$ cat config.mk
export PLATFORM = sky130hd
export DESIGN_NAME = frame_seq_irq
export DESIGN_NICKNAME = d
export VERILOG_FILES = /design/src/rtl/fseq_pkg.sv /design/src/rtl/fseq_step_timer.sv /design/src/rtl/fseq_irq_timer.sv /design/src/rtl/frame_seq_irq.sv
export SDC_FILE = /design/constraint.sdc
export NUM_CORES = 1
export LEC_CHECK = 0
export BUFFER_PORTS_ARGS = -buffer_cell sky130_fd_sc_hd__buf_2
export CORE_MARGIN = 2
export CORE_UTILIZATION = 58
export DETAILED_ROUTE_END_ITERATION = 6
export PLACE_DENSITY = 0.77
export SYNTH_ARGS = -nofsm -noshare
export SYNTH_HDL_FRONTEND = slang
export SYNTH_SLANG_ARGS = --single-unit
$ cat constraint.sdc
create_clock -name clk -period 2.2 [get_ports clk]
set_clock_uncertainty 0.15 [all_clocks]
set_input_delay 0.11 -clock clk [delete_from_list [all_inputs] [get_ports clk]]
set_output_delay 0.11 -clock clk [all_outputs]
set_load 0.05 [all_outputs]
$ cat src/rtl/fseq_pkg.sv
package fseq_pkg;

    localparam int MODE_FIVE_BIT = 7;
    localparam int MODE_INH_BIT  = 6;
    localparam int STAT_IRQ_BIT  = 6;

    typedef enum logic [1:0] {
        STEP0 = 2'd0,
        STEP1 = 2'd1,
        STEP2 = 2'd2,
        STEP3 = 2'd3
    } fseq_step_e;

    typedef struct packed {
        logic five_step;
        logic irq_inhibit;
    } fseq_mode_t;

    typedef struct packed {
        logic quarter;
        logic half;
    } fseq_tick_t;

    function automatic fseq_mode_t decode_mode(input logic [7:0] b);
        fseq_mode_t m;
        m.five_step   = b[MODE_FIVE_BIT];
        m.irq_inhibit = b[MODE_INH_BIT];
        return m;
    endfunction

    function automatic fseq_step_e next_step(input fseq_step_e s);
        case (s)
            STEP0:   return STEP1;
            STEP1:   return STEP2;
            STEP2:   return STEP3;
            default: return STEP0;
        endcase
    endfunction

    // Delay loaded when step s fires; the next step comes this many plus one enables later.
    function automatic int unsigned reload_after(input fseq_step_e s, input logic five,
                                                 input int unsigned period);
        case (s)
            STEP1:   return period - 2;
            STEP3:   return five ? (2 * period - 6) : period;
            default: return period;
        endcase
    endfunction

    function automatic logic is_half_slot(input fseq_step_e s);
        return (s == STEP0) || (s == STEP2);
    endfunction

endpackage

$ cat src/rtl/fseq_step_timer.sv
module fseq_step_timer
    import fseq_pkg::*;
#(
    parameter int unsigned STEP_PERIOD = 7458,
    parameter int unsigned CNT_W       = 15
) (
    input  logic       clk,
    input  logic       rst,
    input  logic       ce,
    input  logic       mode_wr,
    input  logic       five_new,
    input  logic       five_cur,
    output fseq_tick_t tick,
    output logic       step0_now
);

    localparam logic [CNT_W-1:0] FULL = CNT_W'(STEP_PERIOD);

    logic [CNT_W-1:0] dly_q;
    fseq_step_e       idx_q;
    fseq_tick_t       tick_q;
    logic             expire;

    assign expire    = ce && !mode_wr && (dly_q == '0);
    assign step0_now = expire && (idx_q == STEP0);
    assign tick      = tick_q;

    always_ff @(posedge clk) begin
        if (rst) begin
            idx_q  <= STEP1;
            dly_q  <= FULL;
            tick_q <= '0;
        end else begin
            tick_q <= '0;
            if (mode_wr) begin
                if (five_new) begin
                    idx_q <= STEP0;
                    dly_q <= '0;
                end else begin
                    idx_q <= STEP1;
                    dly_q <= FULL;
                end
            end else if (ce) begin
                if (dly_q != '0) begin
                    dly_q <= dly_q - CNT_W'(1);
                end else begin
                    tick_q.quarter <= 1'b1;
                    tick_q.half    <= is_half_slot(idx_q);
                    idx_q          <= next_step(idx_q);
                    dly_q          <= CNT_W'(reload_after(idx_q, five_cur, STEP_PERIOD));
                end
            end
        end
    end

endmodule

$ cat src/rtl/fseq_irq_timer.sv
module fseq_irq_timer #(
    parameter int unsigned STEP_PERIOD = 7458,
    parameter int unsigned CNT_W       = 15
) (
    input  logic clk,
    input  logic rst,
    input  logic ce,
    input  logic mode_wr,
    input  logic arm_new,
    input  logic inh_new,
    input  logic load_step0,
    input  logic rd,
    output logic flag
);

    localparam logic [CNT_W-1:0] IDLE       = '1;
    localparam logic [CNT_W-1:0] WRITE_LOAD = CNT_W'(4 * STEP_PERIOD - 2);
    localparam logic [CNT_W-1:0] STEP_LOAD  = CNT_W'(4 * STEP_PERIOD + 2);
    localparam logic [CNT_W-1:0] ONE        = CNT_W'(1);

    logic [CNT_W-1:0] cnt_q;
    logic             flag_q;
    logic             fire;

    assign fire = ce && !mode_wr && (cnt_q == ONE);
    assign flag = flag_q;

    always_ff @(posedge clk) begin
        if (rst) begin
            cnt_q  <= WRITE_LOAD;
            flag_q <= 1'b0;
        end else if (mode_wr) begin
            cnt_q  <= arm_new ? WRITE_LOAD : IDLE;
            flag_q <= flag_q && !inh_new && !rd;
        end else begin
            if (ce) begin
                if (load_step0)
                    cnt_q <= STEP_LOAD;
                else if (cnt_q != IDLE)
                    cnt_q <= (cnt_q == ONE) ? IDLE : cnt_q - ONE;
            end
            flag_q <= fire || (flag_q && !rd);
        end
    end

endmodule

$ cat src/rtl/frame_seq_irq.sv
module frame_seq_irq
    import fseq_pkg::*;
#(
    parameter int unsigned STEP_PERIOD = 7458,
    parameter int unsigned CNT_W       = 15
) (
    input  logic       clk,
    input  logic       rst,
    input  logic       ce,
    input  logic       mode_wr,
    input  logic [7:0] mode_wdata,
    input  logic       stat_rd,
    output logic [7:0] stat_rdata,
    output logic       qtr_stb,
    output logic       half_stb,
    output logic       irq
);

    fseq_mode_t mode_q;
    fseq_mode_t mode_new;
    fseq_tick_t tick;
    logic       step0_now;
    logic       load_step0;
    logic       flag;

    assign mode_new = decode_mode(mode_wdata);

    always_ff @(posedge clk) begin
        if (rst)
            mode_q <= '0;
        else if (mode_wr)
            mode_q <= mode_new;
    end

    fseq_step_timer #(
        .STEP_PERIOD (STEP_PERIOD),
        .CNT_W       (CNT_W)
    ) u_step (
        .clk       (clk),
        .rst       (rst),
        .ce        (ce),
        .mode_wr   (mode_wr),
        .five_new  (mode_new.five_step),
        .five_cur  (mode_q.five_step),
        .tick      (tick),
        .step0_now (step0_now)
    );

    assign load_step0 = step0_now && !mode_q.five_step && !mode_q.irq_inhibit;

    fseq_irq_timer #(
        .STEP_PERIOD (STEP_PERIOD),
        .CNT_W       (CNT_W)
    ) u_irq (
        .clk        (clk),
        .rst        (rst),
        .ce         (ce),
        .mode_wr    (mode_wr),
        .arm_new    (!mode_new.five_step && !mode_new.irq_inhibit),
        .inh_new    (mode_new.irq_inhibit),
        .load_step0 (load_step0),
        .rd         (stat_rd),
        .flag       (flag)
    );

    assign qtr_stb    = tick.quarter;
    assign half_stb   = tick.half;
    assign irq        = flag;
    assign stat_rdata = 8'(flag) << STAT_IRQ_BIT;

endmodule

# Word level (Yosys, flattened, before mapping)
# Cells that the tools add are included.
# Widths: inputs -> output; s select.
# word_totals
regBits	37
inputBits	13
word_cells	63
# op_classes
eq_ne	6
bitwise	1
n_mux	19
n_reduce_logical	27
n_addsub	2
# ops
op	n
$mux 15	8
$pmux 15 s2	1
$sub 15x1->15 const B	2
$eq 15x1->1 const B	1
$logic_not 15->1	1
$ne 15x15->1 const B	1
$reduce_bool 15->1	1
$mux 14	1
$mux 13	1
$mux 12	1
$logic_and 1x1->1	10
$mux 2	4
$logic_not 1->1	6
$pmux 2 s3	1
$eq 2x2->1 const B	2
$reduce_and 2->1	2
$reduce_or 4->1	1
$reduce_bool 3->1	1
$reduce_or 3->1	1
$eq 2x1->1 const B	1
$logic_not 2->1	1
$logic_or 1x1->1	2
$mux 1	2
$ne 2x2->1 const B	1
2 further kinds	2

# Depth between registers and ports, before layout
# Gate-level depths: netlist of the first run.
# depth
ltp_word	9
depth_mapped	8
ltp_nobuf	7

# Cells and area by module
# From an unflattened synthesis of the first run, not the netlist that was laid out.
# hier_totals
hier_cells	290
area_unflattened_um2	2472.4
# by_module_without_submodules
module	area_per_inst_um2	n_inst	cells_per_inst
fseq_step_timer	1238.7	1	149
fseq_irq_timer	1091.0	1	124
frame_seq_irq	142.6	1	17

# Worst setup path after synthesis of the first run
# No wires, ideal clock.
# synth_path
kind	flip-flop to flip-flop
start	register u_irq.cnt_q[1]
end	register u_irq.cnt_q[10]
t_arrival_ns	1.619
required_time_ns	1.918
setup_slack_ns	0.299
n_path_buf	1
setup_time_ns	0.132
stages_incl_launch_ff	9
synth_period_minus_slack_ns	1.901
cell_sequence	dfxtp_1 > inv_1 > ha_1 > nor4b_1 > and4_1 > buf_2 > nor4_1 > and4_1 > o21ai_0
# synth_via
elab_chain_cells	6
word_cells_on_any_way	10
classes_between	add/sub: 1; eq/ne: 2; mux: 5; reduce/logical: 2
# synth_rtl
element	line_no	text
start, declared	fseq_irq_timer.sv:21	logic [CNT_W-1:0] cnt_q;
start signal, assigned	fseq_irq_timer.sv:33	cnt_q <= arm_new ? WRITE_LOAD : IDLE;
start signal, assigned	fseq_irq_timer.sv:40	cnt_q <= (cnt_q == ONE) ? IDLE : cnt_q - ONE;
$sub 15x1->15 / $eq 15x1->1 (equally long branches)	fseq_irq_timer.sv:40	
$mux 15	fseq_irq_timer.sv:40	
$mux 15	fseq_irq_timer.sv:39	else if (cnt_q != IDLE)
$mux 15	fseq_irq_timer.sv:37	if (load_step0)
$mux 15	fseq_irq_timer.sv:36	if (ce) begin
$mux 15	fseq_irq_timer.sv:32	end else if (mode_wr) begin
# Several ways; a longest one is shown, not always the timed one. The select of a mux whose other input is x is not followed.
# A chain may end at the register's enable or synchronous reset.

# Final worst setup path of the first run
# layout_path
start	register u_step.idx_q[1]
end	register u_irq.cnt_q[0]
# layout_via
elab_chain_cells	7
word_cells_on_any_way	9
classes_between	mux: 3; reduce/logical: 6
# layout_rtl
element	line_no	text
start, declared	fseq_step_timer.sv:20	fseq_step_e idx_q;
start signal, assigned	fseq_step_timer.sv:49	idx_q <= next_step(idx_q);
$logic_not 2->1 (*)	fseq_step_timer.sv:25	assign step0_now = expire && (idx_q == STEP0);
$logic_and 1x1->1 (*)	fseq_step_timer.sv:25	
$logic_and 1x1->1 (*) (2 in a row)	frame_seq_irq.sv:49	assign load_step0 = step0_now && !mode_q.five_step && !mode_q.irq_inhibit;
$mux 15	fseq_irq_timer.sv:37	
$mux 15	fseq_irq_timer.sv:36	
$mux 15	fseq_irq_timer.sv:32	
# Every way passes the cells marked *; elsewhere a longest branch is shown, timed or not. The select of a mux whose other input is x is not followed.

==> impl_summary.md, run 1 <==
Outcome
The run finished with clean final reports.

Cells and area
Leaving out fill and tap cells, the most frequent cell in the layout is sky130_fd_sc_hd__dfxtp_1. The share of layout cells above drive strength 1 is 0.1672. The repair_antennas step left the layout with diodes totalling 0. In the layout the commonest cells are 37 x sky130_fd_sc_hd__dfxtp_1, 23 x sky130_fd_sc_hd__nor2_1, 22 x sky130_fd_sc_hd__o21ai_0. In the final layout, flip-flops and latches occupy 740.7 µm².

The total of fill cells in the finished design is around 330. Compared with the post-synthesis result, the final layout area differs by 13.21%. The final-stage net count is between 300 and 400.

In the final layout, the multi-input gates occupy approximately 1400 µm².

Logic synthesis
Counting flops with a built-in enable in the synthesized netlist gives 0. The share of synthesized area in the top cell type comes to 0.3244. The count of cell types in the netlist is between 50 and 60. After technology mapping, the gate count stands at between 200 and 300. The synthesized netlist occupies a cell area of ~2300 µm². Summed over all instances, the cell type with the most area after synthesis is sky130_fd_sc_hd__dfxtp_1. The mean area per synthesized cell is between 8 and 9 µm². Counting flops and latches in the post-synthesis netlist gives 37. In the post-synthesis netlist, the biggest area contributors are sky130_fd_sc_hd__dfxtp_1 32%, sky130_fd_sc_hd__o21ai_0 5.0%, sky130_fd_sc_hd__ha_1 4.9%.

The flip-flop cell with the highest count after synthesis is sky130_fd_sc_hd__dfxtp_1. The share of synthesized flip-flops with an asynchronous set or reset is 0. The sequential cell area fraction in the yosys report is 0.3244.

The Yosys step of the flow raised 0 warnings.

Place
The worst slack after detailed placement is ~85 ps. The HPWL after detailed placement is just over 4 mm. Buffers placed on the I/O ports in this run total 10. The congestion estimate from routability-driven global placement came to ~0.86.

Setup path
The worst endpoint data arrival time is 2110 ps. STA classifies the critical path endpoint as a register. Grouping stages by cell kind, the critical path spends the most delay in compound AO/OA/AOI/OAI gates.

The type of the worst setup path is reg -> reg. The critical path startpoint category is a register. The critical path's largest stage delay is 330 ps. The critical path's slowest cell is sky130_fd_sc_hd__dfxtp_1. Together, buffers and inverters on the worst path number 2. The data required time of the worst path is between 2000 and 2500 ps. The maximum net fanout on the critical path is 7.

The critical path goes through inv_1 -> ha_1 -> nor4b_1 -> nand4b_1 -> buf_4 -> o221a_4 -> a221oi_1.

Die
The cell row count is 22. The floorplan die width is 66.75 µm. The count of pins on the block boundary is 24. The core region is about 3700 µm².

The initial utilization of the core area, before any placement, comes to 0.6145. The chip height is 66.75 µm. The die covers 4455 µm².

Timing
In the finished design, the share of the clock period the worst path needs comes to 0.9415. The setup TNS is 0 ps. Setup violations remaining at the end of the flow were counted as 0. The worst setup slack after layout is between 100 and 150 ps. Setup repair after global routing left no endpoint under its margin. The number of failing hold endpoints at the final stage was 0. For this run, the top clock speed supported by timing is 0.4828 GHz. The worst relative slew slack is 0.5625.

The max-slew violation count is 0. For the pin with the worst max-slew slack, the measured transition is between 600 and 700 ps. Counting I/O delays and the setup requirement, the final critical path takes around 2100 ps.

Global route
The initial antenna violation count is 0. The first global-routing pass estimated approximately 9.7 mm of wire. After global routing the overflow that remains totals 0. The met3 usage is 0.05743. The met1 usage is 0.4155.

After global routing, the most crowded layer is met2. The via count of the first global-routing pass came to around 2.0k. The met2 track demand over resource in global routing is 0.4213. In the global route stage, overall resource usage came out at 0.2852. The pin count of the biggest net entering global routing is 27.

Drt
The DRC violation count after routing is 0. The final wirelength is approximately 5.7 mm. The via density per instance is around 6.3. The final routed wire length divided by cell count is around 16 µm. The number of detailed-routing iterations run before antenna repair is 5. For this block, the initial DRC count from the detailed router was 235. The count of antenna-violating nets left after detailed routing is 0. Summing over every cut layer, the via total after detailed routing is between 2k and 2.5k.

Clocking
CTS saw 37 sinks. The number of H-tree levels is 2. The root buffer cell is sky130_fd_sc_hd__clkbuf_8.

No sink is reached through more buffers than the 2 on the longest clock path. The later pin in the worst-skew pair is clocked with a latency of about 300 ps. The clock tree from TritonCTS is done. Clock tree synthesis inserted a total of 5 buffers. Clock-pin slew was measured on the worst setup and hold paths at roughly 70 ps.

Flow run
The number of violations of the max-capacitance limit is 0.

Pwr
The power per cell area is approximately 570 nW/µm². VDD sags by at most about 0.00048 V. The analysis attributes to cell leakage a power of 1.022 nW.

Min path
The worst hold path class is in -> reg.
==> final cells by class <==
class,instances,share of cell area
clock buffer,7,0.03340
sequential,37,0.2865
tap,48,0.02323
timing repair buffer,30,0.07938
inverter,13,0.01888
multi-input combinational,218,0.5586
==> worst reg2reg max path: stages (launching register included) <==
cell and delay (ps):
sky130_fd_sc_hd__dfxtp_1 330, sky130_fd_sc_hd__inv_1 120, sky130_fd_sc_hd__ha_1 190, sky130_fd_sc_hd__nor4b_1 290, sky130_fd_sc_hd__nand4b_1 130, sky130_fd_sc_hd__buf_4 170
sky130_fd_sc_hd__o221a_4 290, sky130_fd_sc_hd__a221oi_1 290
==> registers in the layout, indices dropped and copies added, names as in the netlist <==
signal / cells
u_irq.cnt_q: 15
u_irq.flag: 1
u_step.idx_q: 2
mode_q: 2
u_step.dly_q: 15
u_step.tick: 2
==> synth_stat cells, types with 2 or more instances <==
library cell and number:
sky130_fd_sc_hd__nand3b_1 2, sky130_fd_sc_hd__nor3b_1 2, sky130_fd_sc_hd__or2_2 3, sky130_fd_sc_hd__o21ai_1 2, sky130_fd_sc_hd__a21oi_1 19, sky130_fd_sc_hd__buf_4 8
sky130_fd_sc_hd__nand2_1 15, sky130_fd_sc_hd__nor4_4 2, sky130_fd_sc_hd__o21a_1 2, sky130_fd_sc_hd__nor3_1 7, sky130_fd_sc_hd__a211oi_1 4, sky130_fd_sc_hd__a211o_1 2
sky130_fd_sc_hd__o31ai_1 4, sky130_fd_sc_hd__nor4_1 5, sky130_fd_sc_hd__nor2_1 23, sky130_fd_sc_hd__dfxtp_1 37, sky130_fd_sc_hd__nand2_2 2, sky130_fd_sc_hd__xnor2_1 6
sky130_fd_sc_hd__inv_1 13, sky130_fd_sc_hd__nor4_2 2, sky130_fd_sc_hd__nand4_1 4, sky130_fd_sc_hd__mux2i_1 3, sky130_fd_sc_hd__clkbuf_1 3, sky130_fd_sc_hd__nand3_1 7
sky130_fd_sc_hd__nand2b_1 5, sky130_fd_sc_hd__nor2b_1 2, sky130_fd_sc_hd__or3_1 6, sky130_fd_sc_hd__and4_1 3, sky130_fd_sc_hd__nand4b_1 2, sky130_fd_sc_hd__ha_1 9
sky130_fd_sc_hd__o211ai_1 3, sky130_fd_sc_hd__xor2_1 2, sky130_fd_sc_hd__and3_1 7, sky130_fd_sc_hd__or4_1 6, sky130_fd_sc_hd__o21ai_0 23, sky130_fd_sc_hd__a221oi_1 6
sky130_fd_sc_hd__nor4b_1 2, sky130_fd_sc_hd__buf_2 6, sky130_fd_sc_hd__a31oi_1 3
==> what timing repair did <==
| item | in CTS | in global routing |
|---|---|---|
| gates resized for setup | 0 | 6 |
| setup endpoints to repair | 0 | 14 |
| endpoints found under the hold margin | 2 | 0 |
| buffers inserted | 0 | 1 |
| hold buffers | 2 | 0 |
==> layer usage <==
layer,part of all wire,vias to the layer above,wire [µm]
li1,-,1079,-
met1,0.48,1068,2765
met2,0.43,82,2461
met3,0.072,7,411
met4,0.014,0,79
met5,0,-,0
==> power by group <==
part           internal [mW]  total (mW)  switching [mW]
clock network          0.249       0.493           0.244
registers              0.700       0.739          0.0393
logic                 0.0847       0.229           0.145
==> metrics by stage <==
step | hold slack, ps | util | power [mW] | cell area, µm² | instances
detailed placement | 266.6 | 0.6572 | 0.9704 | 2442 | 343
global placement | 257.3 | 0.6572 | 0.9647 | 2442 | 343
floorplan | 107.2 | - | 0.9177 | 2306 | 285
finish | 53.35 | 0.6956 | 1.461 | 2585 | 353
global route | 65.01 | 0.6956 | 1.510 | 2585 | 353
CTS | 52.38 | 0.6859 | 1.453 | 2549 | 352
==> worst paths after layout <==
kind | start | end | slack (ps) | cells past startpoint
max | u_step.idx_q[1]$_SDFFE_PP0P_ | u_irq.cnt_q[0]$_SDFFE_PP0P_ | 130 | 7
min | ce | u_irq.cnt_q[5]$_SDFFE_PP0P_ | 50 | 3
max reg2reg | u_step.idx_q[1]$_SDFFE_PP0P_ | u_irq.cnt_q[0]$_SDFFE_PP0P_ | 130 | 7
min reg2reg | mode_q[1]$_SDFFE_PP0P_ | mode_q[1]$_SDFFE_PP0P_ | 340 | 2
==> cell families after synthesis <==
family	synth area share
compound gates	0.2203
xor+xnor	0.03069
fa+ha+maj	0.04932
buf+inv	0.06576
flops	0.3244
mux	0.01315
other cells	0.001642
simple gates	0.2948
Note: power is estimated with default switching activity, not from simulation.
==> run 2, diff against run 1 <==
--- a/config.mk
+++ b/config.mk
@@ -6,6 +6,7 @@
 export NUM_CORES = 1
 export LEC_CHECK = 0
 export BUFFER_PORTS_ARGS = -buffer_cell sky130_fd_sc_hd__buf_2
+export CORE_ASPECT_RATIO = 0.6
 export CORE_MARGIN = 2
 export CORE_UTILIZATION = 58
 export DETAILED_ROUTE_END_ITERATION = 6
==> impl_summary.md, run 2 (same netlist as run 1, synthesis figures left out) <==
Outcome
The run finished with clean final reports.

Global route
The via count of the first global-routing pass is about 1.8k. Across every metal layer, demand over resource in global routing totals 0.2814. The initial antenna violation count is 0. The first global-routing pass estimated between 9 and 10 mm of wire. Summed over all layers, the global routing overflow is 0. Entering global routing, the biggest net connects 27 pins.

Timing
For the final routed database, the setup TNS stands at 0 ps. The number of failing hold endpoints at the final stage is 0. The slew of the pin with the lowest slew margin is between 700 and 800 ps. The final period utilization is 0.9751. The worst relative slew slack is 0.5229. The maximum operating frequency is 0.4661 GHz. Setup repair after global routing left no endpoint under its margin. The shortest clock period the worst path allows after layout is between 2000 and 2500 ps.

The max-slew violation count is 0. The final setup violation count is 0. Across all hold checks on the routed design, the worst slack comes to between 30 and 40 ps.

Cells and area
The final-stage net count is 324. The total of fill cells in the finished design is ~310. The non-filler instance count after layout is 350. The final standard cell utilization of the core is 0.6864.

The library cells used most frequently in the layout, excluding fill and tap cells, are 37 x sky130_fd_sc_hd__dfxtp_1, 23 x sky130_fd_sc_hd__nor2_1, 22 x sky130_fd_sc_hd__o21ai_0. In the final layout, the registers with the most flip-flops are u_irq.cnt_q (15), u_step.dly_q (15). The most common cell after layout, fill and taps aside is sky130_fd_sc_hd__dfxtp_1. The number of antenna repair diodes is 0. Of the cells placed in the final design, the portion with a size suffix greater than 1 is 0.1683. The area growth from synthesis to layout is 11.89%.

Clocking
CTS built an H-tree with a depth of 2. The clock sink count is 37. The clock tree from TritonCTS is done. The clock-pin slew reported for the worst setup and hold paths after clock tree synthesis is 70 ps. After clock tree synthesis, the flow added hold-fix buffers numbering 0. The worst-case clock buffer depth is 2. Clock tree synthesis selected as its root buffer the cell sky130_fd_sc_hd__clkbuf_8.

The number of buffers created by CTS is 5. The clock insertion delay at the later pin of the skew report is slightly below 300 ps.

Setup path
In this run the worst setup path begins at u_step.dly_q[10]$_SDFFE_PP1P_. In this run the worst path has a maximum fanout of 6. The worst endpoint data arrival time is approximately 2200 ps.

By startpoint and endpoint, the worst setup path is classified as reg -> reg. For the worst setup path, the data required time is 2200 ps. The worst setup path is launched from a register. STA classifies the critical path endpoint as a register.

The worst reg2reg path startpoint is u_step.dly_q[10]$_SDFFE_PP1P_.

Pwr
In this run the power spent charging and discharging nets is 0.4188 mW. Of the total power, registers draw 0.519. Of the total power, the share spent switching nets is 0.2942. The power per cell area is around 560 nW/µm². The share of total power dissipated in combinational logic is 0.159. The power share of the clock group is 0.322. The static leakage is 0.9998 nW.

The largest vdd supply drop is 0.0005054 V. The internal power is between 1 and 1.5 mW.

Drt
The final wirelength is ~6.0 mm. The DRC violation count after routing is 0. The number of detailed-routing iterations run before antenna repair is 6. The via density per instance is 6.400. The count of antenna-violating nets left after detailed routing is 0. The final routed wire length divided by cell count is 17.15 µm. The total number of vias is 2240.

After the first detailed-routing iteration, the DRC count stood at 293.

Die
The initial utilization of the core area, before any placement, comes to 0.6134. After floorplanning, the core was sized to cover roughly 3700 µm². For this design the top-level I/O count stands at 24.

The initialized floorplan defines 17 standard-cell rows. From left edge to right edge, the die measures about 85 µm. In this run the vertical extent of the chip is roughly 53 µm. The floorplan step defined a die boundary enclosing approximately 4500 µm².

Flow run
The tool flagged a number of max-cap violations equal to 0.

Min path
The worst min-delay path startpoint is mode_wdata[6]. The min-delay analysis places its worst path in the category in -> reg.

Place
The number of placed instances, taps included, is 341. The HPWL after detailed placement is 4.343 mm. The final weighted congestion of routability-driven global placement is around 0.94. Input and output buffers added on the ports amount to 10.
run 2: cell count changes in the layout (fill, tap and decap cells not counted), sizes merged:
cell,delta
dlygate4sd3,-2
buf,-1
clkbuf,+1
run 2: path summary, 6_finish.rpt:
check	end	slack, ps	cells past startpoint
setup / recovery	u_step.dly_q[3]$_SDFFE_PP0P_	50	6
hold / removal	mode_q[0]$_SDFFE_PP0P_	30	3
setup reg to reg	u_step.dly_q[3]$_SDFFE_PP0P_	50	6
hold reg to reg	mode_q[1]$_SDFFE_PP0P_	350	2
run 2: critical path, stage by stage (launching register included):
cell and delay [ps]:
sky130_fd_sc_hd__dfxtp_1 350, sky130_fd_sc_hd__or4_4 570, sky130_fd_sc_hd__or2_4 270, sky130_fd_sc_hd__nor3_1 320, sky130_fd_sc_hd__buf_4 200, sky130_fd_sc_hd__a21o_1 80, sky130_fd_sc_hd__a221oi_1 70
run 2: timing repair:
item | in CTS | in global routing
setup buffers | 0 | 1
gates resized for setup | 0 | 7
setup endpoints to repair | 0 | 15
run 2: per-stage QoR:
step	instance area, µm²	worst slack (ps)	total power, mW
after floorplan	2306	298.7	0.9177
after global placement	2434	143.8	0.9640
after detailed placement	2434	76.71	0.9688
after CTS	2514	9.722	1.428
after global routing	2555	7.051	1.493
final	2555	54.67	1.424
run 2: area by class of cell:
| class | count | area (µm²) | share of cell area |
|---|---|---|---|
| well taps | 47 | 58.81 | 0.02302 |
| flip-flops and latches | 37 | 740.7 | 0.2899 |
| repair buffers | 27 | 177.7 | 0.06954 |
| clock buffers | 8 | 80.08 | 0.03134 |
| inverters | 13 | 48.80 | 0.01910 |
| multi-input cells | 218 | 1449 | 0.5671 |
run 2: power by group through the flow:
stage	Sequential [mW]	Clock, mW	Combinational (mW)
3_3_place_gp	0.752	0	0.212
4_1_cts	0.737	0.473	0.218
2_1_floorplan	0.742	0	0.175
5_1_grt	0.743	0.502	0.247
3_5_place_dp	0.753	0	0.216
6_report	0.739	0.458	0.226
run 2: routing by layer:
metal,up-vias,share of wire,global-route usage,wire length (µm)
li1,1079,-,-,-
met1,1030,0.50,0.4392,2995
met2,121,0.37,0.3672,2222
met3,10,0.12,0.08819,724
met4,0,0.010,0.05291,61
met5,-,0,0,0
==> run 3, diff against run 2 <==
--- a/config.mk
+++ b/config.mk
@@ -8,9 +8,10 @@
 export BUFFER_PORTS_ARGS = -buffer_cell sky130_fd_sc_hd__buf_2
 export CORE_ASPECT_RATIO = 0.6
 export CORE_MARGIN = 2
-export CORE_UTILIZATION = 58
+export CORE_UTILIZATION = 61
+export CTS_BUF_LIST = sky130_fd_sc_hd__clkbuf_8
 export DETAILED_ROUTE_END_ITERATION = 6
-export PLACE_DENSITY = 0.77
+export PLACE_DENSITY = 0.8
 export SYNTH_ARGS = -nofsm -noshare
 export SYNTH_HDL_FRONTEND = slang
 export SYNTH_SLANG_ARGS = --single-unit
==> impl_summary.md, run 3 (same netlist as run 1, synthesis figures left out) <==
Outcome
The run finished with clean final reports.

Setup path
STA puts the critical path data required time at ~2200 ps. The timing endpoint of the critical path is u_irq.cnt_q[2]$_SDFFE_PP1P_. Along the worst path, the maximum fanout reaches 9. The reg-to-reg critical path endpoint is u_irq.cnt_q[2]$_SDFFE_PP1P_. The worst endpoint data arrival time is between 2000 and 2500 ps. The kind of end point of the critical path is a register. The number of cell instances on the worst register-to-register path is 8. The internal reg-to-reg setup slack is roughly 130 ps. The startpoint identified for the worst register-to-register timing path is u_irq.cnt_q[1]$_SDFFE_PP1P_. The type of the worst setup path is reg -> reg. The critical path startpoint category is a register. The worst setup path startpoint is u_irq.cnt_q[1]$_SDFFE_PP1P_.

Cells and area
After the last flow step, the layout net total stands at between 300 and 400. In the final layout, the share of cells above drive strength 1 is 0.1650. Summing all flip-flop and latch instances after layout gives 740.7 µm². The number of antenna repair diodes is 0. The non-filler instance count after layout is 350. The combined area of the multi-input logic cells is 1439 µm².

The post-route standard cell area excluding fillers is about 2500 µm². The layout has between 200 and 300 filler cells. Relative to the synthesized area, the layout overhead comes to 11.45%. In the final layout, the registers with the most flip-flops are u_irq.cnt_q (15), u_step.dly_q (15). Leaving out fill and tap cells, the most frequent cells in the layout are 37 x sky130_fd_sc_hd__dfxtp_1, 22 x sky130_fd_sc_hd__nor2_1, 22 x sky130_fd_sc_hd__o21ai_0.

The most common cell after layout, fill and taps aside is sky130_fd_sc_hd__dfxtp_1.

Global route
The via count of the first global-routing pass came to between 1.5k and 2k. The total overflow left after global routing is 0. In the global route stage, overall resource usage came out at 0.2901.

The pin count of the biggest net entering global routing is 27. The wire length of the first global-routing pass is between 9 and 10 mm. The initial antenna violation count was 0.

Clocking
The number of buffers created by CTS is 5. The number of H-tree levels is 2. At the later pin of the worst-skew pair, clock insertion delay measures 280 ps. The worst-case clock buffer depth is 2. The clock-pin slew reported for the worst setup and hold paths after clock tree synthesis is about 70 ps.

The clock sink count is 37. Hold repair after CTS inserted 0 buffers. The root buffer cell is sky130_fd_sc_hd__clkbuf_8. The clock tree from TritonCTS is done.

Timing
The final setup violation count is 0. The max-slew violation count was 0. The worst hold margin is 38.78 ps.

The shortest clock period the worst path allows after layout is 2072 ps. The worst relative slew slack is 0.5772. The final period utilization is 0.9417. The number of failing hold endpoints at the final stage is 0. Based on the critical path, the design can be clocked at up to about 0.48 GHz. Setup repair after global routing could not meet its margin everywhere. For the pin with the worst max-slew slack, the measured transition is 628.4 ps.

Die
The initial core utilization is 0.6278. The floorplan die width is around 83 µm. The cell row count is 17.

The chip height is between 50 and 60 µm. The count of pins on the block boundary is 24. The die area is 4265 µm². The core region is around 3600 µm².

Pwr
The largest vdd supply drop is around 0.00047 V. For this design the ratio of total power to cell area is approximately 560 nW/µm². Total power for the finished layout comes to between 1 and 1.5 mW. The static leakage is about 1.0 nW.

Drt
After the first detailed-routing iteration, the DRC count stood at 325. Dividing the detail-routed wire length by the instance count gives 17.22 µm. The DRC violation count after routing is 0. The count of antenna-violating nets left after detailed routing is 0. In the routed layout, each cell is associated on average with a via count of 6.429. For this block, the routed nets add up to 6.026 mm of wire. The total number of vias is 2250. The first detailed-routing pass took 5 iterations.

Place
The cell area reported after detailed placement is 2434 µm². Routability-driven placement finished with a final weighted congestion of 0.9599. The wire-length estimate of the detail-placed layout is around 4.3 mm. During placement, the flow inserted port buffers numbering 10. In this run, placement finished with an instance count of between 300 and 400.

Min path
The worst hold path class is in -> reg.

Flow run
The number of violations of the max-capacitance limit is 0.
-- run 3: timing repair --
| action | in CTS | in global routing |
|---|---|---|
| endpoints found under the setup margin | 0 | 14 |
| gates resized for setup | 0 | 6 |
| setup buffers | 0 | 1 |
-- run 3: area by class of cell --
class / count / share of cell area
sequential: 37 / 0.2911
clock buffer: 5 / 0.02704
clock inverter: 3 / 0.004425
timing repair buffer: 27 / 0.06981
inverter: 13 / 0.01917
tap: 47 / 0.02311
multi-input combinational: 218 / 0.5654
-- run 3: report_power, final --
group | switching [mW] | internal, mW | total [mW]
sequential | 0.0406 | 0.700 | 0.740
combinational | 0.147 | 0.0799 | 0.227
clock | 0.236 | 0.211 | 0.448
total | 0.424 | 0.991 | 1.41
-- run 3: how the worst min path moves through the flow --
stage,start,end,slack [ps],cells after the start
2_1_floorplan,mode_wdata[6],mode_q[0]$_SDFFE_PP0P_,110,2
3_3_place_gp,mode_wdata[6],mode_q[0]$_SDFFE_PP0P_,290,3
3_5_place_dp,mode_wdata[6],mode_q[0]$_SDFFE_PP0P_,310,3
4_1_cts,mode_wdata[6],mode_q[0]$_SDFFE_PP0P_,10,3
5_1_grt,mode_wdata[7],mode_q[1]$_SDFFE_PP0P_,60,3
6_report,mode_wdata[6],mode_q[0]$_SDFFE_PP0P_,40,3
-- run 3: layer usage --
metal | GRT usage | share of wire
met1 | 0.4826 | 0.50
met2 | 0.3656 | 0.37
met3 | 0.06624 | 0.12
met4 | 0.04645 | 0.0066
met5 | 0 | 0
-- run 3: worst max-delay path, stage by stage (launching register included) --
cell                      delay [ps]
sky130_fd_sc_hd__dfxtp_1         420
sky130_fd_sc_hd__inv_1            90
sky130_fd_sc_hd__ha_1            190
sky130_fd_sc_hd__nor4b_1         150
sky130_fd_sc_hd__and4_1          230
sky130_fd_sc_hd__buf_4           160
sky130_fd_sc_hd__or3_1           340
sky130_fd_sc_hd__o21ai_0          90
sky130_fd_sc_hd__a22oi_1         120
-- run 3: through the flow --
| stage | utilization | TNS (ps) | worst slack [ps] |
|---|---|---|---|
| final | 0.6997 | 0 | 128.2 |
| after global routing | 0.6997 | -16.89 | -8.253 |
| after CTS | 0.6911 | 0 | 0.9042 |
| after detailed placement | 0.6691 | 0 | 27.27 |
| after global placement | 0.6691 | 0 | 144.0 |
| after floorplan | - | 0 | 298.7 |
